$ cat src/rtl/tlb_cache.sv
module tlb_cache #(
  parameter int ENTRIES = 8
) (
  input  logic        clk,
  input  logic        rst_n,
  input  logic        lk_valid,
  input  logic [31:0] lk_va,
  input  logic        lk_write,
  output logic        lk_hit,
  output logic [31:0] lk_pa,
  output logic [5:0]  lk_attr,
  input  logic        fill_en,
  input  logic [31:0] fill_va,
  input  logic [31:0] fill_pte,
  input  logic        base_wr,
  input  logic        inval_en,
  input  logic [31:0] inval_va
);
  localparam int IW = (ENTRIES > 1) ? $clog2(ENTRIES) : 1;

  logic [ENTRIES-1:0] valid, big, glob, valid_nx;
  logic [19:0] vtag [ENTRIES];
  logic [19:0] pfn  [ENTRIES];
  logic [4:0]  attr [ENTRIES];
  logic [IW-1:0] rr;

  function automatic logic covers(input logic b, input logic [19:0] tag, input logic [31:0] va);
    return b ? (tag[19:10] == va[31:22]) : (tag == va[31:12]);
  endfunction

  logic [ENTRIES-1:0] lk_m, fill_m, inv_m;
  always_comb begin
    for (int i = 0; i < ENTRIES; i++) begin
      lk_m[i]   = valid[i] && covers(big[i], vtag[i], lk_va);
      fill_m[i] = valid[i] && covers(big[i], vtag[i], fill_va);
      inv_m[i]  = valid[i] && covers(big[i], vtag[i], inval_va);
    end
  end

  logic          found;
  logic [IW-1:0] sel;
  always_comb begin
    found = 1'b0;
    sel   = '0;
    for (int i = ENTRIES-1; i >= 0; i--)
      if (lk_m[i]) begin
        found = 1'b1;
        sel   = IW'(i);
      end
  end

  wire busy = fill_en | base_wr | inval_en;
  wire [4:0] sattr = attr[sel];
  assign lk_hit  = lk_valid && found && !busy && !(lk_write && !sattr[4]);
  assign lk_pa   = big[sel] ? {pfn[sel][19:10], lk_va[21:0]} : {pfn[sel], lk_va[11:0]};
  assign lk_attr = lk_hit ? {glob[sel], sattr} : 6'd0;

  wire fill_ok = fill_en && fill_pte[0];
  logic          any_inv, any_fm, use_rr;
  logic [IW-1:0] inv_slot, fm_slot, slot;
  always_comb begin
    any_inv = 1'b0; inv_slot = '0;
    any_fm  = 1'b0; fm_slot  = '0;
    for (int i = ENTRIES-1; i >= 0; i--) begin
      if (!valid[i]) begin any_inv = 1'b1; inv_slot = IW'(i); end
      if (fill_m[i]) begin any_fm  = 1'b1; fm_slot  = IW'(i); end
    end
    use_rr = !any_fm && !any_inv;
    slot   = any_fm ? fm_slot : (any_inv ? inv_slot : rr);
  end

  always_comb begin
    valid_nx = valid;
    if (base_wr)  valid_nx = valid_nx & glob;
    if (inval_en) valid_nx = valid_nx & ~inv_m;
    if (fill_ok)  valid_nx[slot] = 1'b1;
  end

  always_ff @(posedge clk) begin
    if (!rst_n) begin
      valid <= '0;
      rr    <= '0;
    end else begin
      valid <= valid_nx;
      if (fill_ok && use_rr)
        rr <= (int'(rr) == ENTRIES-1) ? '0 : rr + 1'b1;
    end
  end

  always_ff @(posedge clk) begin
    for (int i = 0; i < ENTRIES; i++)
      if (fill_ok && int'(slot) == i) begin
        vtag[i] <= fill_va[31:12];
        pfn[i]  <= fill_pte[31:12];
        big[i]  <= fill_pte[7];
        glob[i] <= fill_pte[8];
        attr[i] <= {fill_pte[6], fill_pte[4], fill_pte[3], fill_pte[2], fill_pte[1]};
      end
  end

  logic        past_ok, inv_q;
  logic [31:0] inv_q_va;
  logic [ENTRIES-1:0] inv_left;
  always_ff @(posedge clk) begin
    if (!rst_n) begin
      past_ok <= 1'b0;
      inv_q   <= 1'b0;
    end else begin
      past_ok <= 1'b1;
      inv_q   <= inval_en && !fill_ok;
    end
    inv_q_va <= inval_va;
  end
  always_comb
    for (int i = 0; i < ENTRIES; i++)
      inv_left[i] = valid[i] && covers(big[i], vtag[i], inv_q_va);

  assert_reset_clear_R1: assert property (@(posedge clk) disable iff (!rst_n)
    !past_ok |-> valid == '0);
  assert_dirty_write_R5: assert property (@(posedge clk) disable iff (!rst_n)
    (lk_hit && lk_write) |-> lk_attr[4]);
  assert_flush_keeps_global_R6: assert property (@(posedge clk) disable iff (!rst_n)
    (past_ok && base_wr && !fill_ok) |=> (valid & ~glob) == '0);
  assert_inval_clears_R7: assert property (@(posedge clk) disable iff (!rst_n)
    inv_q |-> inv_left == '0);
  assert_busy_miss_R8: assert property (@(posedge clk) disable iff (!rst_n)
    busy |-> !lk_hit);
  assert_fill_no_loss_R9: assert property (@(posedge clk) disable iff (!rst_n)
    (past_ok && fill_ok && !base_wr && !inval_en) |=> $countones(valid) >= $past($countones(valid)));
  assert_rr_range_R10: assert property (@(posedge clk) disable iff (!rst_n)
    int'(rr) < ENTRIES);
  assert_absent_ignored_R11: assert property (@(posedge clk) disable iff (!rst_n)
    (past_ok && fill_en && !fill_pte[0] && !base_wr && !inval_en) |=> $stable(valid));
endmodule

$ cat config.mk
export PLATFORM = sky130hd
export DESIGN_NAME = tlb_cache
export DESIGN_NICKNAME = d
export VERILOG_FILES = /design/src/rtl/tlb_cache.sv
export SDC_FILE = /design/constraint.sdc
export NUM_CORES = 1
export LEC_CHECK = 0
export CAP_MARGIN = 20
export CORE_ASPECT_RATIO = 0.9
export CORE_MARGIN = 1.5
export CORE_UTILIZATION = 45
export DETAILED_ROUTE_END_ITERATION = 10
export PLACE_DENSITY = 0.62
export SLEW_MARGIN = 20
export SYNTH_ARGS = -nofsm -noshare
export SYNTH_HDL_FRONTEND = slang
export SYNTH_SLANG_ARGS = --single-unit
export TNS_END_PERCENT = 10
$ cat constraint.sdc
create_clock -name clk -period 17.86 [get_ports clk]
set_clock_uncertainty 0.05 [all_clocks]
set_input_delay 5.358 -clock clk [delete_from_list [all_inputs] [get_ports clk]]
set_output_delay 5.358 -clock clk [all_outputs]
set_load 0.02 [all_outputs]
=== Yosys cells after proc, flatten, opt, wreduce, memory -nomap -nowiden ===
Memories as Yosys holds them, arrays and structs flattened.
Index checks and enable logic that the tools add are counted.

* Bits in writable memories: 360
* Memories: 3
* Logic and storage cells: 319
* Bits in registers: 27

{| class="wikitable"
|+ Memories
! memory !! words !! bits a word !! read ports !! clocked after memory_dff !! wr ports !! line !! RTL
|-
| pfn || 8 || 20 || 1 || 0 || 1 || 23 || <nowiki>logic [19:0] pfn [ENTRIES];</nowiki>
|-
| vtag || 8 || 20 || 8 || 0 || 1 || 22 || <nowiki>logic [19:0] vtag [ENTRIES];</nowiki>
|-
| attr || 8 || 5 || 1 || 0 || 1 || 24 || <nowiki>logic [4:0] attr [ENTRIES];</nowiki>
|}

* Eq/ne operators: 56
* Add/subtract/negate cells: 1
* Reduce and logical (&&, ||, !) cells: 67
* Bitwise logic cells: 6
* $lt $le $gt $ge: 3
* Mux-type cells: 165

{| class="wikitable"
|+ Operator list
! kind !! number
|-
| 20-bit equality test || 24
|-
| 20-bit two-way mux || 14
|-
| 20-bit OR reduction || 14
|-
| 10-bit equality test || 24
|-
| 3-bit two-way mux || 48
|-
| 1-bit two-way mux || 88
|-
| 1-bit logical AND || 40
|-
| 5-bit two-way mux || 7
|-
| 5-bit OR reduction || 7
|-
| 8-bit two-way mux || 3
|-
| 22-bit two-way mux || 1
|-
| 8-bit AND || 2
|-
| 3-bit equality test (second input constant) || 4
|-
| 3-bit by 4-bit less-than comparator with 1-bit output (second input constant) || 2
|-
| 8-bit NOT || 1
|-
| 8-bit OR || 1
|-
| 1-bit binary-select mux with 3-bit select || 2
|-
| 3-bit by 1-bit equality test with 1-bit output (second input constant) || 2
|-
| 3-bit by 2-bit equality test with 1-bit output (second input constant) || 2
|-
| 6-bit two-way mux || 1
|-
| 1-bit zero test || 5
|-
| 3-bit by 1-bit adder with 3-bit output (second input constant) || 1
|-
| 1-bit demux with 3-bit select || 1
|-
| 3-bit by 1-bit >= comparator with 1-bit output (second input constant) || 1
|-
| other kinds (2) || 3
|}

=== Longest topological paths before layout ===
Gate-level depths: netlist of the first run.

* Word-level depth: 24
* Mapped depth: 13
* Gate-level depth less buffers: 9

=== Worst setup path after synthesis of the first run ===
OpenSTA, ideal clock, no wires.

* Path kind: input -> output
* Start point: input port lk_va[21]
* End point: output port lk_attr[0]
* Data arrival time: 7824 ps
* Slack: 4628 ps
* Data required time: 12452 ps
* Cell stages on the path: 12
* Cells stage by stage: buf_2 -> xor2_1 -> nor4_1 -> a41oi_1 -> a2bb2oi_1 -> o21ai_0 -> and2_1 -> buf_2 -> buf_4 -> buf_2 -> o211ai_1 -> a21oi_1

* Word-level cells in the longest chain between the ends: 17
* Elaborated cells on any way between the ends: 48
* Those cells by class: eq/ne (8); mux (25); reduce/logical (14); memory (1)

{| class="wikitable"
|+ Ends and longest elaborated chain
! element !! line !! RTL
|-
| from (decl) || 7 || <nowiki>input logic [31:0] lk_va,</nowiki>
|-
| 20-bit equality test || 28 || <nowiki>return b ? (tag[19:10] == va[31:22]) : (tag == va[31:12]);</nowiki>
|-
| 1-bit two-way mux || 28 ||
|-
| 1-bit logical AND || 34 || <nowiki>lk_m[i] = valid[i] && covers(big[i], vtag[i], lk_va);</nowiki>
|-
| 3-bit two-way mux (8 in series) || 46 || <nowiki>if (lk_m[i]) begin</nowiki>
|-
| memory read 8 x 5 bit || n/a ||
|-
| 1-bit zero test || 54 || <nowiki>assign lk_hit = lk_valid && found && !busy && !(lk_write && !sattr[4]);</nowiki>
|-
| 1-bit logical AND || 54 ||
|-
| 1-bit zero test || 54 ||
|-
| 1-bit logical AND || 54 ||
|-
| 6-bit two-way mux (*) || 56 || <nowiki>assign lk_attr = lk_hit ? {glob[sel], sattr} : 6'd0;</nowiki>
|-
| to (decl) || 11 || <nowiki>output logic [5:0] lk_attr,</nowiki>
|}

Mark *: on every way between the ends. The rest lies on a longest branch, timed or not.

=== Worst setup path in the final report of the first run ===
* Start point: input port lk_va[26]
* End point: output port lk_attr[5]

* Word-level cells in the longest chain between the ends: 17
* Elaborated cells on any way between the ends: 58
* Those cells by class: eq/ne (16); mux (27); reduce/logical (14); memory (1)

{| class="wikitable"
|+ Ends and longest elaborated chain
! element !! line
|-
| 20-bit equality test / 10-bit equality test (equally long branches) || 28
|-
| 1-bit two-way mux || 28
|-
| 1-bit logical AND || 34
|-
| 3-bit two-way mux (8 in series) || 46
|-
| memory read 8 x 5 bit || n/a
|-
| 1-bit zero test || 54
|-
| 1-bit logical AND || 54
|-
| 1-bit zero test || 54
|-
| 1-bit logical AND || 54
|-
| 6-bit two-way mux (*) || 56
|}

Mark *: on every way between the ends. The rest lies on a longest branch, timed or not. The select of a mux whose other input is x is not followed.

==> flow_summary_export.csv, run 1 <==
group,metric,value,unit
critical_path,start_kind,"input port",
sta,fmax,62.4,MHz
cells_and_area,fin_cells,2189,
synthesis,synth_warnings,0,
cells_and_area,multi_input_area,0.00791,mm²
power,p_leak,7.28,nW
run,maxCapViolCount,0,
place,gp_congestion,0.888,
synthesis,synth_flop_cell,"edfxtp_1",
cells_and_area,drive_above_1_share,8.45,%
critical_path,path_buf_inv,4,
cts,cts-resized-gates,0,
sta,maxSlewViolCount,0,
power,power_per_cell_area,88.2,mW/mm²
sta,fin_ws,1.83,ns
global_routing,grt_max_degree,61,
sta,hold_violations,0,
cells_and_area,antenna_cells,0,
die,ioPinCount,174,
critical_path,endpoint_kind,"output pin",
sta,rsz0062_at_grt,"no",
critical_path,worst_path_max_delay_cell,"clkdlybuf4s50_1",
power,internal_power,1.57,mW
cts,cts.hold.buffers_added,0,
cts,clockBufferDepth,3,
route,drc,0,
die,core.rowCount,72,
critical_path,cpPeakStageDelay,0.84,ns
cts,cts_setup_buffers,0,
cts,insertion_delay,0.58,ns
sta,worst_pin_slew,1.04,ns
critical_path,arrival,10.62,ns
die,die_area,0.0456,mm²
sta,slew_headroom,30.4,%
worst_hold_path,whs_path_depth,2,
place,dp_hpwl,34100,µm
global_routing,grt.total_usage,24.4,%
worst_hold_path,min_to,"rr[0]",
place,port_buffers,121,
synthesis,synth-seq-area-share,57.7,%
route,ant_nets,0,
cells_and_area,nFillCells,3639,
power,power_frac_seq,49.8,%
critical_path,r2r-start,"vtag[1][27]",
cts,clkSlewWorstSetupHoldPaths,0.06,ns
synthesis,ys_ff_latch,387,
cells_and_area,postLayoutCoreUtil,53.0,%
critical_path,reg2reg_depth,9,
synthesis,yosysTopAreaCell,"edfxtp_1",
die,dieHeight,203,µm
route,num_vias,12500,
route,drt_iter0_drc,1100,
sta,finalSetupViolations,0,
place,place_area,0.0216,mm²
global_routing,antenna_found_initial,1,
critical_path,rr_endpoint,"pfn[7][3]",
global_routing,grt_pass1_vias,12300,
global_routing,overflow,0,
synthesis,synth_top_cell_area_share,56.6,%
critical_path,critPathMaxFanout,41,
place,place_ws,1.86,ns
die,fp.dieW,225,µm
cts,root_buffer,"clkbuf_16",
critical_path,crit_chain,"clkdlybuf4s50_1 > xnor2_1 > nand4_1 > or3_1 > a211oi_1 > o221a_1 > buf_4 > o21ai_4 > buf_4 > a211o_1 > a31oi_1 > a21oi_1 > clkdlybuf4s50_1",
synthesis,synth-async-reset-ratio,0,%
cts,cts_tree,"yes",
synthesis,synth_area_per_cell,13.6,µm²
critical_path,worst-endpoint-required,12.45,ns
power,pwr-share-clk,42.4,%
route,via_per_inst,5.72,
synthesis,synth_edf_count,376,
synthesis,synthTopCellsByCount,"edfxtp_1, xnor2_1, xor2_1",
cells_and_area,finalInstanceArea,0.0230,mm²
synthesis,synth.area.top_cells,"edfxtp_1, xnor2_1, xor2_1",
worst_hold_path,hold_class,"flop to flop",
route,first_pass_iters,5,
cts,clkSinkCount,387,
cells_and_area,syn_to_final_growth,15.1,%
cells_and_area,nets,1702,
power,swShare,22.6,%
die,core_area,0.0433,mm²
critical_path,critPathKind,"input port to output pin",
route,routedWlPerCell,25.3,µm
sta,fin_setup_tns,0,ns
power,switchingPower,457,µW
synthesis,synth.net_count,1607,
sta,finalCritPeriodShare,89.7,%
die,initial_core_util,46.0,%
cts,numCtsBuffers,42,
place,dp_cells,2113,
global_routing,grt_first_pass_wirelength,81100,µm
status,status,"completed",
critical_path,crit_family,"compound AO/OA/AOI/OAI gates",
synthesis,syn_inst,1470,
critical_path,reg2reg_slack,13.66,ns
synthesis,syn_area,0.0199,mm²
sta,post-route-min-period,16.03,ns
synthesis,synth_cell_types,56,
power,worst_ir_drop_vdd,0.0000813,V
route,drt_wl_total,55400,µm
worst_hold_path,worstHoldStart,"rr[0]",
power,power_frac_comb,7.7,%
cts,cts_max_level,2,
synthesis,yosysMostFrequentCell,"edfxtp_1",
cells_and_area,seqCellArea,0.0115,mm²
-- worst max-delay path by stage --
| stage | startpoint | end | slack (ns) | depth (start not counted) |
|---|---|---|---|---|
| 2_1_floorplan | lk_va[21] | lk_attr[0] | 4.63 | 12 |
| 3_3_place_gp | lk_va[26] | lk_attr[5] | 2.05 | 13 |
| 3_5_place_dp | lk_va[21] | lk_attr[5] | 1.86 | 13 |
| 4_1_cts | lk_va[21] | lk_attr[5] | 1.83 | 13 |
| 5_1_grt | lk_va[26] | lk_attr[5] | 1.65 | 13 |
| 6_report | lk_va[26] | lk_attr[5] | 1.83 | 13 |
-- registers in the layout (all words and copies together) (netlist names) --
signal  cells
attr       40
big         8
glob        8
pfn       160
rr          3
valid       8
vtag      160
-- worst register-to-register path: cells and delay by family, from the launching register on --
family | cells | cell delay [ns]
compound gates | 2 | 0.60
xor+xnor | 1 | 0.17
buf+inv | 1 | 0.69
flops | 1 | 0.45
simple gates | 5 | 1.82
-- final cells by class --
class / count / area share [%]
Clock buffer: 51 / 4.82
Clock inverter: 25 / 1.04
Tap cell: 592 / 3.23
Multi-Input combinational cell: 979 / 34.5
Sequential cell: 387 / 50.1
Inverter: 5 / 0.0818
Timing Repair Buffer: 150 / 6.23
-- stage by stage --
step / power [mW] / hold WS, ns
finish: 2.02 / 0.478
global route: 2.08 / 0.498
CTS: 2.04 / 0.478
detailed placement: 1.18 / 0.470
global placement: 1.18 / 0.446
floorplan: 1.12 / 0.417
-- cells by family (layout without fill, tap and decap cells) --
kind of cell | Yosys count | in the layout | synth area share [%]
xor gates and xnor gates | 480 | 480 | 21.1
DFF | 387 | 387 | 57.7
and+or+nand+nor | 236 | 236 | 6.66
AOI/OAI and AO/OA | 144 | 144 | 5.28
muxes | 117 | 117 | 6.11
buffers and inverters | 104 | 231 | 3.01
adders and majority gates | 2 | 2 | 0.125
-- cells in the final DEF (no fill, tap or decap), types with 28 or more instances in the layout --
cell type,synthesis,layout
edfxtp_1,376,376
nor2_1,30,30
nor4_1,62,62
mux2i_1,85,85
mux2_2,30,30
buf_4,26,29
clkdlybuf4s50_1,0,121
o21ai_0,28,28
xor2_1,206,206
clkbuf_16,0,43
nand4_1,50,50
xnor2_1,274,274
-- per-layer routing --
metal | part of all wire, % | vias to the layer above | GRT usage [%]
li1 | - | 5628 | -
met1 | 45 | 6288 | 36.0
met2 | 44 | 496 | 36.0
met3 | 8.0 | 108 | 4.07
met4 | 3.1 | 2 | 8.75
met5 | 0.034 | - | 0
-- power groups by stage --
stage / clock network, mW / logic, mW / registers [mW]
after floorplan: 0 / 0.0928 / 1.03
after CTS: 0.874 / 0.156 / 1.01
after detailed placement: 0 / 0.155 / 1.03
after global routing: 0.910 / 0.166 / 1.01
final: 0.859 / 0.156 / 1.01
after global placement: 0 / 0.153 / 1.03
No activity file was read; power rests on OpenSTA's default activity.
==> inputs of run 2 (changes only) <==
--- a/config.mk
+++ b/config.mk
@@ -11,6 +11,7 @@
 export CORE_UTILIZATION = 45
 export DETAILED_ROUTE_END_ITERATION = 10
 export PLACE_DENSITY = 0.62
+export SKIP_CTS_REPAIR_TIMING = 1
 export SLEW_MARGIN = 20
 export SYNTH_ARGS = -nofsm -noshare
 export SYNTH_HDL_FRONTEND = slang
==> results of run 2 <==
Final layout, timing and power as in run 1 (identical DEF).
